## config.mk

```make
export PLATFORM = sky130hd
export DESIGN_NAME = rst_ctl_reg
export DESIGN_NICKNAME = d
export VERILOG_FILES = /design/src/rtl/rcr_pkg.sv /design/src/rtl/rcr_decode.sv /design/src/rtl/rcr_store.sv /design/src/rtl/rcr_resp.sv /design/src/rtl/rst_ctl_reg.sv
export SDC_FILE = /design/constraint.sdc
export NUM_CORES = 1
export LEC_CHECK = 0
export CORE_MARGIN = 1
export CORE_UTILIZATION = 32
export CTS_CLUSTER_SIZE = 20
export DETAILED_ROUTE_END_ITERATION = 16
export PLACE_DENSITY = 0.85
export SLEW_MARGIN = 5
export SYNTH_ARGS = -nofsm -noshare
export SYNTH_HDL_FRONTEND = slang
export SYNTH_SLANG_ARGS = --single-unit
```

## constraint.sdc

```tcl
create_clock -name clk -period 1.76 [get_ports clk]
set_input_delay 0.264 -clock clk [delete_from_list [all_inputs] [get_ports clk]]
set_output_delay 0.264 -clock clk [all_outputs]
set_load 0.1 [all_outputs]
```

## src/rtl/rcr_pkg.sv

```systemverilog
package rcr_pkg;

    localparam int REG_W = 8;

    // Decoded view of one bus cycle
    typedef struct packed {
        logic wr_ok;   // accepted one-byte write at our address
        logic rd_ok;   // accepted one-byte read at our address
        logic bad;     // access at our address with a wrong size
    } rcr_acc_t;

    function automatic logic bit_at(input logic [REG_W-1:0] v, input int idx);
        return v[idx];
    endfunction

endpackage

```

## src/rtl/rcr_decode.sv

```systemverilog
module rcr_decode
    import rcr_pkg::*;
#(
    parameter int                ADDR_W    = 16,
    parameter int                SIZE_W    = 3,
    parameter logic [ADDR_W-1:0] PORT_ADDR = 16'hCF9,
    parameter int                NBYTES    = 1
) (
    input  logic [ADDR_W-1:0] addr,
    input  logic              wr,
    input  logic              rd,
    input  logic [SIZE_W-1:0] size,
    output rcr_acc_t          acc
);
    localparam logic [SIZE_W-1:0] SIZE_OK = SIZE_W'(NBYTES);

    logic hit;
    logic size_ok;

    always_comb begin
        hit       = (addr == PORT_ADDR);
        size_ok   = (size == SIZE_OK);
        acc.wr_ok = hit && wr && size_ok;
        acc.rd_ok = hit && rd && size_ok;
        acc.bad   = hit && (wr || rd) && !size_ok;
    end
endmodule

```

## src/rtl/rcr_store.sv

```systemverilog
module rcr_store
    import rcr_pkg::*;
#(
    parameter int RST_BIT  = 2,
    parameter int TYPE_BIT = 1
) (
    input  logic             clk,
    input  logic             rst,
    input  logic             wr_ok,
    input  logic [REG_W-1:0] wbyte,
    output logic [REG_W-1:0] value,
    output logic             rst_req,
    output logic             rst_type
);
    always_ff @(posedge clk) begin
        if (rst) begin
            value   <= '0;
            rst_req <= 1'b0;
        end else begin
            rst_req <= wr_ok && bit_at(wbyte, RST_BIT);
            if (wr_ok) begin
                value <= wbyte;
            end
        end
    end

    assign rst_type = bit_at(value, TYPE_BIT);
endmodule

```

## src/rtl/rcr_resp.sv

```systemverilog
module rcr_resp
    import rcr_pkg::*;
#(
    parameter int DATA_W = 32
) (
    input  logic              clk,
    input  logic              rst,
    input  logic              rd_ok,
    input  logic              bad,
    input  logic [REG_W-1:0]  value,
    output logic [DATA_W-1:0] rdata,
    output logic              rd_valid,
    output logic              err
);
    logic [DATA_W-1:0] wide;

    generate
        if (DATA_W > REG_W) begin : g_ext
            assign wide = {{(DATA_W-REG_W){1'b0}}, value};
        end else begin : g_trunc
            assign wide = value[DATA_W-1:0];
        end
    endgenerate

    always_ff @(posedge clk) begin
        if (rst) begin
            rdata    <= '0;
            rd_valid <= 1'b0;
            err      <= 1'b0;
        end else begin
            rd_valid <= rd_ok;
            err      <= bad;
            rdata    <= rd_ok ? wide : '0;
        end
    end
endmodule

```

## src/rtl/rst_ctl_reg.sv

```systemverilog
module rst_ctl_reg
    import rcr_pkg::*;
#(
    parameter int                ADDR_W    = 16,
    parameter int                DATA_W    = 32,
    parameter int                SIZE_W    = 3,
    parameter logic [ADDR_W-1:0] PORT_ADDR = 16'hCF9,
    parameter int                RST_BIT   = 2,
    parameter int                TYPE_BIT  = 1
) (
    input  logic              clk,
    input  logic              rst,
    input  logic [ADDR_W-1:0] bus_addr,
    input  logic              bus_wr,
    input  logic              bus_rd,
    input  logic [SIZE_W-1:0] bus_size,
    input  logic [DATA_W-1:0] bus_wdata,
    output logic [DATA_W-1:0] bus_rdata,
    output logic              rd_valid,
    output logic              err,
    output logic              rst_req,
    output logic              rst_type
);
    localparam int NBYTES = REG_W / 8;

    rcr_acc_t         acc;
    logic [REG_W-1:0] value;

    rcr_decode #(
        .ADDR_W(ADDR_W), .SIZE_W(SIZE_W), .PORT_ADDR(PORT_ADDR), .NBYTES(NBYTES)
    ) u_decode (
        .addr(bus_addr), .wr(bus_wr), .rd(bus_rd), .size(bus_size), .acc(acc)
    );

    rcr_store #(
        .RST_BIT(RST_BIT), .TYPE_BIT(TYPE_BIT)
    ) u_store (
        .clk(clk), .rst(rst), .wr_ok(acc.wr_ok), .wbyte(bus_wdata[REG_W-1:0]),
        .value(value), .rst_req(rst_req), .rst_type(rst_type)
    );

    rcr_resp #(
        .DATA_W(DATA_W)
    ) u_resp (
        .clk(clk), .rst(rst), .rd_ok(acc.rd_ok), .bad(acc.bad), .value(value),
        .rdata(bus_rdata), .rd_valid(rd_valid), .err(err)
    );
endmodule

```

After elaboration in Yosys (flattened, before gate mapping)

Index checks and enable logic that the tools add are counted.
W data, S select, Z words.

Bits in latches: 0
RAM bits: 0
Bits in read-only memories: 0
Register bits: 43
Logic and storage cells: 19
Bits of input ports: 55
Output and inout bits: 36
Memories kept: 0

Add/sub/neg operators: 0
Shift-type cells: 0
Reductions and logical operators: 10
Muxes and demuxes: 0
Bitwise logic cells: 1
Multiply operators: 0
$lt $le $gt $ge: 0
Equal/unequal tests: 2
Div/mod/pow operators: 0

Operators with widths:

| operator               | number |
|---|---|
| $eq A16 B12 Y1 const B | 1 |
| $logic_and A1 B1 Y1    | 7 |
| $eq A3 B1 Y1 const B   | 1 |
| $reduce_or A2 Y1       | 1 |
| $logic_not A1 Y1       | 1 |
| $logic_or A1 B1 Y1     | 1 |
| $not A1 Y1             | 1 |

Depth between registers and ports, before layout

Depth in word-level cells: 5
Depth in mapped cells: 4
Gate-level depth less buffers: 4

Hierarchy

A second synthesis with hierarchy kept.

Cell total of the unflattened synthesis: 85
Area total of the unflattened synthesis: 887.1 µm²

By module, submodules not included:

| module     | times used | seq. area each (µm²) | cells each | area an instance (µm²) |
|---|---|---|---|---|
| rcr_resp   | 1          | 200.2                | 45         | 466.7 |
| rcr_store  | 1          | 180.2                | 30         | 322.8 |
| rcr_decode | 1          | 0.0                  | 10         | 97.6 |

Least setup slack after synthesis

No wires, ideal clock.

Path kind: register to register
Start point: register, netlist name u_store.value[1]
End point: register u_store.value[1]
Cell stages (with the launch flop): 3
Clock period less this slack: 1.234 ns
Setup slack: 0.526 ns
Buffers on the path: 0
Arrival: 1.163 ns
Setup time: 0.072 ns
Data required time: 1.688 ns
Cell sequence: dfxtp_1 -> nand2b_1 -> mux2i_1

RTL lines:

| what                   | RTL line        | source |
|---|---|---|
| end signal: assignment | rcr_store.sv:22 | `value <= wbyte;` |
| end: declaration       | rcr_store.sv:11 | `output logic [REG_W-1:0] value,` |

Final worst setup path

Start point: input port bus_size[0]
End point: register u_store.value[4]

Longest elaborated chain between the ends: 2

RTL lines:

| what                | RTL line          | source |
|---|---|---|
| start: declaration  | rst_ctl_reg.sv:16 | `input logic [SIZE_W-1:0] bus_size,` |
| $eq A3 B1 Y1        | rcr_decode.sv:22  | `size_ok = (size == SIZE_OK);` |
| $logic_and A1 B1 Y1 | rcr_decode.sv:23  | `acc.wr_ok = hit && wr && size_ok;` |

No other way between the ends.
A chain may end at the register's enable or synchronous reset.

==> flow_summary.yaml <==
cts:
  cts_tree: "built"
  cts.clk_slew.worst_paths_ns: 0.11
  hold_buffers: 0
  ctsResizeCount: 0
  insertion_delay_ns: 0.29
  cts_root_buf: "clkbuf_4"
  clock-sinks: 19
  htreeDepth: 1
  cts_buffer_depth: 2
  postCtsSetupBuffers: 0
  cts_buffers: 3
run_status:
  status: "complete, no violations"
timing:
  worst_slack_ns: 0.2469
  rsz0062_at_grt: "no"
  layout_min_cycle_time_ns: 1.513
  hold_violations: 0
  slew_violations: 0
  fmax_ghz: 0.6609
  finalSetupViolations: 0
  skew_ns: 0.0006052
  fin_crit_sh_pct: 85.97
yosys:
  ys_warn_count: 0
  avgSynthCellArea_um2: 10.46
  synthCells: 91
  yosysSeqAreaShare_pct: 39.95
  yosys_register_bits: 19
  synth.distinct_cells: 18
  synth_area_um2: 952.2
die:
  pin_count: 91
  die_h_um: 56.55
  start_util_pct: 34.23
  core_mm2: 0.002781
  die-width_um: 56.55
  die_area_mm2: 0.003198
  rows: 19
setup_path:
  r2r_end: "u_store.value[1]"
  worst_setup_path_end_kind: "flop"
  r2r_slack_ns: 1.09
  crit_path_max_fanout: 8
  reg2regPathDepth: 2
  critPathRequiredTime_ns: 1.98
  worstSetupEndpoint: "u_store.value[4]"
  start_kind: "input port"
  regToRegStartpoint: "u_store.value[1]"
  path_class: "in2reg"
  startpoint: "bus_size[0]"
  arrival_ns: 1.74
routing:
  remaining_drc_errors: 0
  antenna_left: 0
  drt_iter0_drc: 13
  routed_wirelength_mm: 1.693
  viasPerCell: 4.120
  first_pass_iters: 4
  routedWlPerCell_um: 10.14
  vias: 688
layout:
  fillers: 273
  multiInputGateArea_um2: 470.5
  syn_to_final_growth_pct: 40.21
  stdcell_area_mm2: 0.001335
  diodes: 0
  regArea_um2: 380.4
  drive_gt1_share_pct: 17.65
  utilization_pct: 48.00
  nNetsFinal: 192
placement:
  pre_cts_ws_ns: -0.07801
  gp_congestion: 0.7562
  dpl-instance-area_mm2: 0.001308
  numPortBuffers: 42
  hpwlAfterDp_mm: 1.425
power_and_ir_drop:
  cellPowerDensity_mw_per_mm2: 719.9
  total_power_uw: 961.1
  p_seq_share_pct: 44.7
  p_switching_uw: 374.3
  leakagePower_nw: 0.5877
  peakVddDrop_mv: 0.5320
  power_frac_clock_pct: 22.2
  p_int_uw: 586.7
  combPwrFrac_pct: 33.1
  switching_share_pct: 38.95
global_route:
  grt_antenna_before_repair: 0
  grt_pass1_vias: 698
  grt_max_degree: 13
  grt_pass1_wl_mm: 2.898
  grt_overflow: 0
  grt_use_total_pct: 11.61
hold_path:
  hp-class: "reg2reg"
  min_path_cells: 1
flow_run:
  drv_cap: 0
-- per-layer routing --
metal	routed length (um)	global-route usage [%]	part of all wire [%]	vias to the layer above
li1	-	-	-	339
met1	638	11.51	38	299
met2	847	21.51	50	45
met3	170	2.535	10	5
met4	36	7.317	2.1	0
met5	0	0	0	-
-- cells in the mapped netlist --
cell	number	area (um2)
and2_1	8	50.05
nor2_1	1	3.750
nor4b_4	1	23.77
nand2_1	2	7.510
nor3b_1	1	7.510
buf_4	24	180.2
nand2b_1	16	100.1
nor2_8	1	20.02
clkbuf_1	2	7.510
and4b_1	1	10.01
nor4b_1	1	8.760
nand4_4	1	21.27
dfxtp_1	19	380.4
nor4_1	1	6.260
and4bb_2	2	25.02
mux2i_1	8	80.08
nor3_4	1	16.27
conb_1	1	3.750
-- metrics by stage --
step           setup TNS (ns)  hold WS [ns]  cells
2_1_floorplan               0        0.4197    114
3_3_place_gp          -0.3727        0.4363    163
3_5_place_dp           -1.021        0.4459    163
4_1_cts                     0        0.4668    167
5_1_grt                     0        0.4800    167
6_report                    0        0.4658    167
-- worst min path at each step --
| stage | start | to |
|---|---|---|
| 2_1_floorplan | bus_wdata[0] | u_store.value[0] |
| 3_3_place_gp | u_store.value[3] | u_resp.rdata[3] |
| 6_report | u_store.value[6] | u_resp.rdata[6] |
| 5_1_grt | u_store.value[0] | u_resp.rdata[0] |
| 3_5_place_dp | u_store.value[0] | u_resp.rdata[0] |
| 4_1_cts | u_store.value[6] | u_resp.rdata[6] |
-- kinds of logic after synthesis --
family / after synthesis / share of synthesized area, %
buffers and inverters: 26 / 19.71
muxes: 8 / 8.410
DFF: 19 / 39.95
and+or+nand+nor: 37 / 31.54
other: 1 / 0.3938
-- cell type report --
type	instances	share of cell area (%)
multi-input cells	69	35.24
repair buffers	44	31.30
flip-flops and latches	19	28.49
well taps	31	2.905
clock buffers	3	1.687
clock inverters	1	0.3749
-- worst max-delay path, cell delays in order --
cell,delay (ns)
clkdlybuf4s50_1,0.45
nor3b_1,0.33
nand2_1,0.23
nor2_8,0.24
mux2i_1,0.21
-- power by group through the flow --
stage | registers (mW) | logic, mW | clock network, mW
global route | 0.430 | 0.327 | 0.236
global placement | 0.440 | 0.316 | 0
CTS | 0.430 | 0.318 | 0.219
finish | 0.430 | 0.318 | 0.213
detailed placement | 0.440 | 0.318 | 0
floorplan | 0.440 | 0.287 | 0
-- state kept, by name, summed over array words and instances (netlist names) --
| register | count |
|---|---|
| u_resp.rdata | 8 |
| u_store.value | 8 |
| u_resp.err | 1 |
| u_resp.rd_valid | 1 |
| u_store.rst_req | 1 |
-- cell usage in the layout, fill, tap and decap left out, drive strengths merged --
cell and instances:
clkinv 1, clkbuf 3, conb 24, and4b 1, nor3b 1, mux2i 8
nor4 1, nand2b 16, clkdlybuf4s50 30, and4bb 2, nor2 2, nor3 1
nand4 1, and2 8, nor4b 2, dfxtp 19, buf 14, nand2 2
Power figures use the tool's default switching activity.
